$ cat config.mk
export PLATFORM = sky130hd
export DESIGN_NAME = pll_ref_guard
export DESIGN_NICKNAME = d
export VERILOG_FILES = /design/src/rtl/pll_ref_pkg.sv /design/src/rtl/ref_sync.sv /design/src/rtl/ref_edge.sv /design/src/rtl/period_mon.sv /design/src/rtl/mode_dec.sv /design/src/rtl/pll_ref_guard.sv
export SDC_FILE = /design/constraint.sdc
export NUM_CORES = 1
export LEC_CHECK = 0
export ABC_CLOCK_PERIOD_IN_PS = 4500
export BUFFER_PORTS_ARGS = -buffer_cell sky130_fd_sc_hd__clkbuf_2
export CAP_MARGIN = 20
export CELL_PAD_IN_SITES_DETAIL_PLACEMENT = 0
export CELL_PAD_IN_SITES_GLOBAL_PLACEMENT = 1
export CORE_ASPECT_RATIO = 1.5
export CORE_MARGIN = 3
export CORE_UTILIZATION = 48
export DETAILED_ROUTE_END_ITERATION = 8
export PLACE_DENSITY = 0.9
export SETUP_SLACK_MARGIN = 0.02
export SYNTH_ARGS = -nofsm -noshare
export SYNTH_HDL_FRONTEND = slang
export SYNTH_SLANG_ARGS = --single-unit
$ cat constraint.sdc
create_clock -name clk_i -period 4.5 [get_ports clk_i]
set_clock_uncertainty 0.2 [all_clocks]
set_input_delay 0.225 -clock clk_i [delete_from_list [all_inputs] [get_ports clk_i]]
set_output_delay 0.225 -clock clk_i [all_outputs]
set_load 0.03 [all_outputs]
$ cat src/rtl/pll_ref_pkg.sv
package pll_ref_pkg;

  typedef enum logic [1:0] {
    MODE_LOCKED = 2'd0,
    MODE_FREE   = 2'd1,
    MODE_BYPASS = 2'd2
  } loop_mode_e;

  localparam logic [1:0] RATE_8K  = 2'd0;
  localparam logic [1:0] RATE_T1  = 2'd1;
  localparam logic [1:0] RATE_E1  = 2'd2;
  localparam logic [1:0] RATE_RSV = 2'd3;

  function automatic int max3(input int a, input int b, input int c);
    int m;
    m = (a > b) ? a : b;
    return (m > c) ? m : c;
  endfunction

endpackage

$ cat src/rtl/ref_sync.sv
module ref_sync #(
  parameter int WIDTH  = 1,
  parameter int STAGES = 2
) (
  input  logic             clk_i,
  input  logic             rst_ni,
  input  logic [WIDTH-1:0] d_i,
  output logic [WIDTH-1:0] q_o
);

  logic [WIDTH-1:0] stg_q [STAGES];

  for (genvar g = 0; g < STAGES; g++) begin : g_stg
    if (g == 0) begin : g_first
      always_ff @(posedge clk_i or negedge rst_ni)
        if (!rst_ni) stg_q[g] <= '0;
        else         stg_q[g] <= d_i;
    end else begin : g_next
      always_ff @(posedge clk_i or negedge rst_ni)
        if (!rst_ni) stg_q[g] <= '0;
        else         stg_q[g] <= stg_q[g-1];
    end
  end

  assign q_o = stg_q[STAGES-1];

endmodule

$ cat src/rtl/ref_edge.sv
module ref_edge #(
  parameter int SYNC_STAGES = 2
) (
  input  logic clk_i,
  input  logic rst_ni,
  input  logic ext_i,
  input  logic fclk_i,
  input  logic fp_i,
  input  logic src_int_i,
  input  logic inv_i,
  input  logic en_i,
  output logic rise_o,
  output logic pulse_o
);

  logic ext_s, fclk_s, fp_s;
  logic fclk_d, int_lvl_q, lvl, lvl_d, pulse_q;

  ref_sync #(.WIDTH(3), .STAGES(SYNC_STAGES)) u_sync (
    .clk_i  (clk_i),
    .rst_ni (rst_ni),
    .d_i    ({ext_i, fclk_i, fp_i}),
    .q_o    ({ext_s, fclk_s, fp_s})
  );

  // internal 8 kHz level: frame pulse captured at frame clock rise
  always_ff @(posedge clk_i or negedge rst_ni)
    if (!rst_ni) begin
      fclk_d    <= 1'b0;
      int_lvl_q <= 1'b0;
    end else begin
      fclk_d <= fclk_s;
      if (fclk_s && !fclk_d) int_lvl_q <= fp_s;
    end

  assign lvl    = src_int_i ? int_lvl_q : (ext_s ^ inv_i);
  assign rise_o = lvl && !lvl_d;

  always_ff @(posedge clk_i or negedge rst_ni)
    if (!rst_ni) begin
      lvl_d   <= 1'b0;
      pulse_q <= 1'b0;
    end else begin
      lvl_d   <= lvl;
      pulse_q <= rise_o && en_i;
    end

  assign pulse_o = pulse_q;

  a_r3_pulse_single: assert property (@(posedge clk_i) disable iff (!rst_ni)
    pulse_q |=> !pulse_q);

  a_r3_pulse_from_rise: assert property (@(posedge clk_i) disable iff (!rst_ni)
    pulse_q |-> $past(rise_o));

endmodule

$ cat src/rtl/period_mon.sv
module period_mon
  import pll_ref_pkg::*;
#(
  parameter int NOM_8K    = 15625,
  parameter int NOM_T1    = 81,
  parameter int NOM_E1    = 61,
  parameter int TOL_SHIFT = 4,
  parameter int GOOD_N    = 4,
  parameter int BAD_N     = 2
) (
  input  logic       clk_i,
  input  logic       rst_ni,
  input  logic       rise_i,
  input  logic       src_int_i,
  input  logic [1:0] rate_i,
  output logic       valid_o
);

  localparam int NOM_MAX = max3(NOM_8K, NOM_T1, NOM_E1);
  localparam int CW = $clog2(2 * NOM_MAX + 1);
  localparam int GW = $clog2(GOOD_N + 1);
  localparam int BW = $clog2(BAD_N + 1);
  localparam logic [GW-1:0] GOOD_MAX = GW'(GOOD_N);
  localparam logic [BW-1:0] BAD_MAX  = BW'(BAD_N);

  logic [1:0]    rate_eff;
  logic [CW-1:0] nom, tol, lo, hi, lim, period, cnt_q;
  logic          tmo, in_win, have_q, valid_q;
  logic [GW-1:0] good_q;
  logic [BW-1:0] bad_q;

  always_comb begin
    rate_eff = src_int_i ? RATE_8K : rate_i;
    case (rate_eff)
      RATE_T1: nom = CW'(NOM_T1);
      RATE_E1: nom = CW'(NOM_E1);
      default: nom = CW'(NOM_8K);
    endcase
  end

  assign tol    = nom >> TOL_SHIFT;
  assign lo     = nom - tol;
  assign hi     = nom + tol;
  assign lim    = (nom << 1) - CW'(1);
  assign period = cnt_q + CW'(1);
  assign tmo    = cnt_q >= lim;
  assign in_win = (period >= lo) && (period <= hi);

  always_ff @(posedge clk_i or negedge rst_ni)
    if (!rst_ni) begin
      cnt_q   <= '0;
      have_q  <= 1'b0;
      good_q  <= '0;
      bad_q   <= '0;
      valid_q <= 1'b0;
    end else begin
      if (rise_i)    cnt_q <= '0;
      else if (!tmo) cnt_q <= period;

      if (rise_i)   have_q <= 1'b1;
      else if (tmo) have_q <= 1'b0;

      if (rate_eff == RATE_RSV) begin
        valid_q <= 1'b0;
        good_q  <= '0;
        bad_q   <= '0;
      end else if (rise_i && have_q) begin
        if (in_win) begin
          bad_q <= '0;
          if (good_q != GOOD_MAX) good_q <= good_q + GW'(1);
          if (good_q >= GOOD_MAX - GW'(1)) valid_q <= 1'b1;
        end else begin
          good_q <= '0;
          if (bad_q != BAD_MAX) bad_q <= bad_q + BW'(1);
          if (bad_q >= BAD_MAX - BW'(1)) valid_q <= 1'b0;
        end
      end else if (tmo && !rise_i) begin
        valid_q <= 1'b0;
        good_q  <= '0;
        bad_q   <= '0;
      end
    end

  assign valid_o = valid_q;

  a_r11_reserved_invalid: assert property (@(posedge clk_i) disable iff (!rst_ni)
    (rate_eff == RATE_RSV) |=> !valid_o);

  a_r10_gap_invalid: assert property (@(posedge clk_i) disable iff (!rst_ni)
    (tmo && !rise_i) |=> !valid_o);

  a_r8_gain_at_edge: assert property (@(posedge clk_i) disable iff (!rst_ni)
    $rose(valid_o) |-> $past(rise_i));

  a_r9_loss_cause: assert property (@(posedge clk_i) disable iff (!rst_ni)
    $fell(valid_o) |-> $past(rise_i || tmo || rate_eff == RATE_RSV));

endmodule

$ cat src/rtl/mode_dec.sv
module mode_dec
  import pll_ref_pkg::*;
(
  input  logic       clk_i,
  input  logic       rst_ni,
  input  logic       bypass_i,
  input  logic       free_i,
  output loop_mode_e mode_o
);

  loop_mode_e mode_q;

  always_ff @(posedge clk_i or negedge rst_ni)
    if (!rst_ni)       mode_q <= MODE_LOCKED;
    else if (bypass_i) mode_q <= MODE_BYPASS;
    else if (free_i)   mode_q <= MODE_FREE;
    else               mode_q <= MODE_LOCKED;

  assign mode_o = mode_q;

  a_r2_bypass_wins: assert property (@(posedge clk_i) disable iff (!rst_ni)
    bypass_i |=> (mode_o == MODE_BYPASS));

  a_r2_free_sel: assert property (@(posedge clk_i) disable iff (!rst_ni)
    (!bypass_i && free_i) |=> (mode_o == MODE_FREE));

  a_r2_locked_sel: assert property (@(posedge clk_i) disable iff (!rst_ni)
    (!bypass_i && !free_i) |=> (mode_o == MODE_LOCKED));

endmodule

$ cat src/rtl/pll_ref_guard.sv
module pll_ref_guard
  import pll_ref_pkg::*;
#(
  parameter int NOM_8K      = 15625,
  parameter int NOM_T1      = 81,
  parameter int NOM_E1      = 61,
  parameter int TOL_SHIFT   = 4,
  parameter int GOOD_N      = 4,
  parameter int BAD_N       = 2,
  parameter int SYNC_STAGES = 2
) (
  input  logic       clk_i,
  input  logic       rst_ni,
  input  logic       ext_ref_i,
  input  logic       frm_clk_i,
  input  logic       frm_pulse_i,
  input  logic       src_int_i,
  input  logic       ref_inv_i,
  input  logic [1:0] rate_sel_i,
  input  logic       bypass_bit_i,
  input  logic       freerun_bit_i,
  output logic       ref_edge_o,
  output logic       ref_valid_o,
  output logic [1:0] loop_mode_o
);

  loop_mode_e mode;
  logic       rise;

  mode_dec u_mode (
    .clk_i    (clk_i),
    .rst_ni   (rst_ni),
    .bypass_i (bypass_bit_i),
    .free_i   (freerun_bit_i),
    .mode_o   (mode)
  );

  ref_edge #(.SYNC_STAGES(SYNC_STAGES)) u_edge (
    .clk_i     (clk_i),
    .rst_ni    (rst_ni),
    .ext_i     (ext_ref_i),
    .fclk_i    (frm_clk_i),
    .fp_i      (frm_pulse_i),
    .src_int_i (src_int_i),
    .inv_i     (ref_inv_i),
    .en_i      (mode == MODE_LOCKED),
    .rise_o    (rise),
    .pulse_o   (ref_edge_o)
  );

  period_mon #(
    .NOM_8K    (NOM_8K),
    .NOM_T1    (NOM_T1),
    .NOM_E1    (NOM_E1),
    .TOL_SHIFT (TOL_SHIFT),
    .GOOD_N    (GOOD_N),
    .BAD_N     (BAD_N)
  ) u_mon (
    .clk_i     (clk_i),
    .rst_ni    (rst_ni),
    .rise_i    (rise),
    .src_int_i (src_int_i),
    .rate_i    (rate_sel_i),
    .valid_o   (ref_valid_o)
  );

  assign loop_mode_o = mode;

  a_r5_quiet_unlocked: assert property (@(posedge clk_i) disable iff (!rst_ni)
    (loop_mode_o != MODE_LOCKED) |=> !ref_edge_o);

endmodule

### Yosys cells after proc, flatten, opt, wreduce, memory -nomap -nowiden

Cells that the tools add are included.

| cells by class | value |
|---|---|
| add/sub/neg operators | 6 |
| $lt $le $gt $ge | 5 |
| eq/ne operators | 10 |
| muxes and demuxes | 25 |
| bitwise operators | 1 |
| reduce and logical (&&, ||, !) cells | 15 |

Operators with widths:

| cell | number |
|---|---|
| 15-bit >= comparator | 2 |
| 15-bit 2-to-1 mux | 2 |
| 14-bit one-hot mux with 2 select lines | 1 |
| 14-bit by 10-bit adder with 15-bit output | 1 |
| 15-bit by 1-bit adder with 15-bit output, second input constant | 1 |
| 15-bit <= comparator | 1 |
| 3-bit 2-to-1 mux | 5 |
| 14-bit by 10-bit subtractor with 15-bit output | 1 |
| 15-bit by 1-bit subtractor with 15-bit output, second input constant | 1 |
| 2-bit 2-to-1 mux | 7 |
| 1-bit 2-to-1 mux | 10 |
| 4-bit by 2-bit inequality test with 1-bit output, second input constant | 2 |
| 4-bit inequality test, second input constant | 2 |
| 1-bit logical AND | 6 |
| 2-bit == test, second input constant | 2 |
| 2-bit inequality test, second input constant | 2 |
| 2-bit AND reduction | 2 |
| 3-bit by 1-bit adder with 3-bit output, second input constant | 1 |
| 3-bit by 2-bit >= comparator with 1-bit output, second input constant | 1 |
| 1-bit zero test | 3 |
| 3-bit inequality test, second input constant | 1 |
| 3-bit AND reduction | 1 |
| 3-bit nonzero test | 1 |
| 2-bit by 1-bit adder with 2-bit output, second input constant | 1 |
| other kinds (5) | 5 |

| word-level totals | value |
|---|---|
| register bits | 34 |
| input bits | 11 |
| output and inout port bits | 4 |
| logic and storage cells | 74 |

### Depth between registers and ports, before layout

| logic depth | value |
|---|---|
| depth after elaboration | 9 |
| depth in mapped cells | 14 |
| gate-level depth less buffers | 13 |

### By module

Synthesis repeated with hierarchy kept, for this count alone.

| second synthesis, totals | value |
|---|---|
| cells, all modules | 290 |
| area, all modules | 2,708.8 sq um |

By module, submodules not included:

| module | times used | cells each | area each (sq um) | seq. area each (sq um) |
|---|---|---|---|---|
| period_mon | 1 | 264 | 2,299.7 | 550.5 |
| ref_sync | 1 | 9 | 172.7 | 150.1 |
| ref_edge | 1 | 13 | 168.9 | 100.1 |
| mode_dec | 1 | 3 | 63.8 | 50.0 |
| pll_ref_guard | 1 | 1 | 3.8 | 0.0 |

### Worst setup path after synthesis

Ideal clock, no wire load.

| timing | value |
|---|---|
| path kind | register to register |
| start | register u_mon.cnt_q[0] |
| end | register u_mon.good_q[1] |
| library setup time | 0.087 ns |
| data arrival time | 3.158 ns |
| data required time | 4.213 ns |
| setup slack | 1.055 ns |
| cell stages (with the launch flop) | 13 |
| buffers on the path | 0 |
| clock period less this slack | 3.445 ns |
| path through | dfrtp_1 ha_1 nand3_1 xnor2_1 ha_1 nand2_1 mux2_4 or4_1 a211oi_1 a311oi_2 a2111oi_4 nand2_1 o211ai_1 |

| on the way | value |
|---|---|
| longest elaborated chain between the ends | 6 |
| elaborated cells between the ends (all ways) | 12 |
| classes of those cells | add/sub: 1; order compare: 3; eq/ne: 1; mux: 3; reduce/logical: 4 |

RTL lines:

| item | line | source |
|---|---|---|
| start, declared | period_mon.sv:27 | `logic [CW-1:0] nom, tol, lo, hi, lim, period, cnt_q;` |
| start signal, assigned | period_mon.sv:58 | `else if (!tmo) cnt_q <= period;` |
| 15-bit by 1-bit adder with 15-bit output | period_mon.sv:45 | `assign period = cnt_q + CW'(1);` |
| 15-bit >= comparator / 15-bit <= comparator (equally long branches) | period_mon.sv:47 | `assign in_win = (period >= lo) && (period <= hi);` |
| 1-bit logical AND | period_mon.sv:47 |  |
| 3-bit 2-to-1 mux | period_mon.sv:68 | `if (in_win) begin` |
| 3-bit 2-to-1 mux | period_mon.sv:67 | `end else if (rise_i && have_q) begin` |
| 3-bit 2-to-1 mux | period_mon.sv:63 | `if (rate_eff == RATE_RSV) begin` |
| end signal, assigned | period_mon.sv:70 | `if (good_q != GOOD_MAX) good_q <= good_q + GW'(1);` |
| end, declared | period_mon.sv:29 | `logic [GW-1:0] good_q;` |

Several ways; a longest one is shown, not always the timed one.
A chain may end at the register's enable or synchronous reset.

### Worst setup path after layout

Same ends and word-level chain as after synthesis.

==> results.yml <==
outcome:
  status: "completed"
timing:
  maxSlewViolCount: 0
  whs_ns: 0.101
  finalHoldViolCount: 0
  slew_headroom_pct: 46.0
  tns_ns: 0
  min_period_ns: 3.93
  tightest_slew_ns: 0.810
  rsz0062_at_grt: "no"
  setup_violations: 0
  fmax_mhz: 254
  fin_crit_sh_pct: 87.4
layout:
  most-common-layout-cells: "37 x ha_1, 34 x dfrtp_1, 29 x nor2_1"
  layout_commonest_cell: "ha_1"
  final_util_pct: 56.4
  syn_to_final_growth_pct: 11.3
  fin_area_mm2: 0.00298
  nNetsFinal: 355
  n_antenna_cell: 0
  drive_above_1_share_pct: 12.7
synthesis:
  synth_ff_type: "dfrtp_1"
  yosysSeqAreaShare_pct: 31.8
  async_reset_ff_share_pct: 100
  syn_inst: 285
  synth-edff-count: 0
  synth_warnings: 0
  avgSynthCellArea_um2: 9.39
  ys_seq_elements: 34
  ys_types: 60
  syn_nets: 333
  netlist_area_mm2: 0.00268
worst_setup_path:
  required_ns: 4.49
  worstPathArrival_ns: 3.92
  start_kind: "flop"
  crit_fanout: 9
  reg2reg_slack_ns: 0.57
  critPathCaptureType: "flop"
  critPathKind: "flop to flop"
floorplanning:
  die_x_um: 67.0
  die-area_mm2: 0.00653
  die_h_um: 97.5
  start_util_pct: 50.7
  rows: 32
  pin_count: 15
  core_mm2: 0.00529
clocking:
  cts-resized-gates: 0
  clkLatencyLatePin_ns: 0.27
  htreeDepth: 2
  cts_max_path_buffers: 2
  clock-root-buffer: "clkbuf_8"
  clk_pin_slew_worst_paths_ns: 0.07
  cts_tree: "done"
  clock_sinks: 34
  cts_made_buffers: 5
grt:
  antenna_found_initial: 0
  grt_start_max_net_pins: 35
  grt.overflow.total: 0
  grt_pass1_vias: 2190
  track_usage_pct: 19.1
  grt_pass1_wl_um: 9740
route:
  num_vias: 2104
  drtIter0Drc: 54
  viasPerCell: 5.61
  wl_per_cell_um: 14.7
  wl_um: 5530
  ant_nets: 0
  dr.pass1.iters: 4
  drc_errors: 0
power:
  power_density_mw_per_mm2: 328
  ir_drop_uv: 304
  p_leak_uw: 0.00141
placement:
  gp_congestion: 0.972
  hpwl_um: 4450
  port_buffers: 14
  place_area_mm2: 0.00280
hold_path:
  min_path_type: "input pin to flop"
flow_run:
  drv_cap: 0
-- worst max-delay path, stage by stage, from the launching register on --
cell and delay (ns):
dfrtp_1 0.47, ha_1 0.30, nand3_1 0.22, xnor2_1 0.23, ha_1 0.33, nand2_1 0.06, mux2_4 0.29, or4_1 0.50
a211oi_1 0.27, a311oi_2 0.10, a2111oi_4 0.54, nand2_1 0.13, o211ai_1 0.19
-- where the power goes --
part	internal (uW)	switching (uW)
clock	177	99.9
combinational	138	173
sequential	338	52.0
total	653	325
-- through the flow --
stage,setup slack [ns],cells,total power (uW)
after detailed placement,0.568,361,699
after global placement,0.650,361,694
final,0.568,375,978
after global routing,0.257,375,1050
after CTS,0.566,374,985
after floorplan,1.06,285,624
-- cells in the mapped netlist, drive strengths merged (4+ instances only) --
master   n  area share (%)
nand4    7             1.6
xor2    17             5.6
nand2   24             3.4
o211ai   5             1.4
a211oi   9             2.7
dfrtp   34              32
nand2b   4            0.93
xnor2   11             3.6
a21oi    8             1.5
a21o     5             1.4
buf      6             1.7
nand3   11             2.7
nor2    29             4.1
ha      37              17
or3      5             1.2
inv     20             2.8
o21ai    4            0.75
nor2b    6             1.4
nor4     4             1.2
-- what timing repair did --
item | CTS | global route
buffers inserted | 0 | 0
hold buffers | 6 | 0
endpoints found under the hold margin | 39 | 0
-- per-layer routing --
metal	track usage (%)	up-vias	part of all wire, %
met1	21.8	1002	42
met4	8.91	0	3.9
met2	33.6	31	53
met5	0	-	0
met3	2.78	19	1.4
li1	-	1052	-
-- cells by family after synthesis --
| logic type | count (synthesis) | synth area share, % |
|---|---|---|
| AND/OR/NAND/NOR | 108 | 22.1 |
| AO/OA/AOI/OAI | 46 | 13.5 |
| adder cells (fa/ha/maj) | 37 | 17.3 |
| flip-flops | 34 | 31.8 |
| buffers and inverters | 29 | 5.00 |
| XOR/XNOR | 28 | 9.16 |
| multiplexers | 2 | 0.981 |
| other | 1 | 0.140 |
-- path summary, 6_finish.rpt --
check	start	to	cells after the start
min reg2reg	u_edge.u_sync.stg_q[3]	u_edge.u_sync.q_o[0]	0
min	src_int_i	u_edge.lvl_d	3
max in group asynchronous	rst_ni	u_mon.cnt_q[8]	2
min in group asynchronous	rst_ni	u_edge.u_sync.stg_q[3]	2
max	u_mon.cnt_q[0]	u_mon.good_q[1]	12
max reg2reg	u_mon.cnt_q[0]	u_mon.good_q[1]	12
-- final cells by class --
| class | instances | area [um2] |
|---|---|---|
| tap | 68 | 85.1 |
| fill | 472 | 2300 |
| clock inverter | 1 | 30.0 |
| inverter | 20 | 75.1 |
| timing repair buffer | 24 | 164 |
| multi-input combinational | 222 | 1690 |
| sequential | 34 | 851 |
| clock buffer | 6 | 82.6 |
-- registers in the layout, summed over array words and instances (netlist names) --
signal	cells
u_mon.cnt_q	15
u_mon.bad_q	2
u_edge.pulse_o	1
u_edge.lvl_d	1
u_edge.u_sync.q_o	3
u_mon.have_q	1
u_mode.mode_o	2
u_mon.valid_o	1
u_mon.good_q	3
u_edge.u_sync.stg_q	3
u_edge.fclk_d	1
u_edge.int_lvl_q	1
Power figures use the tool's default switching activity.
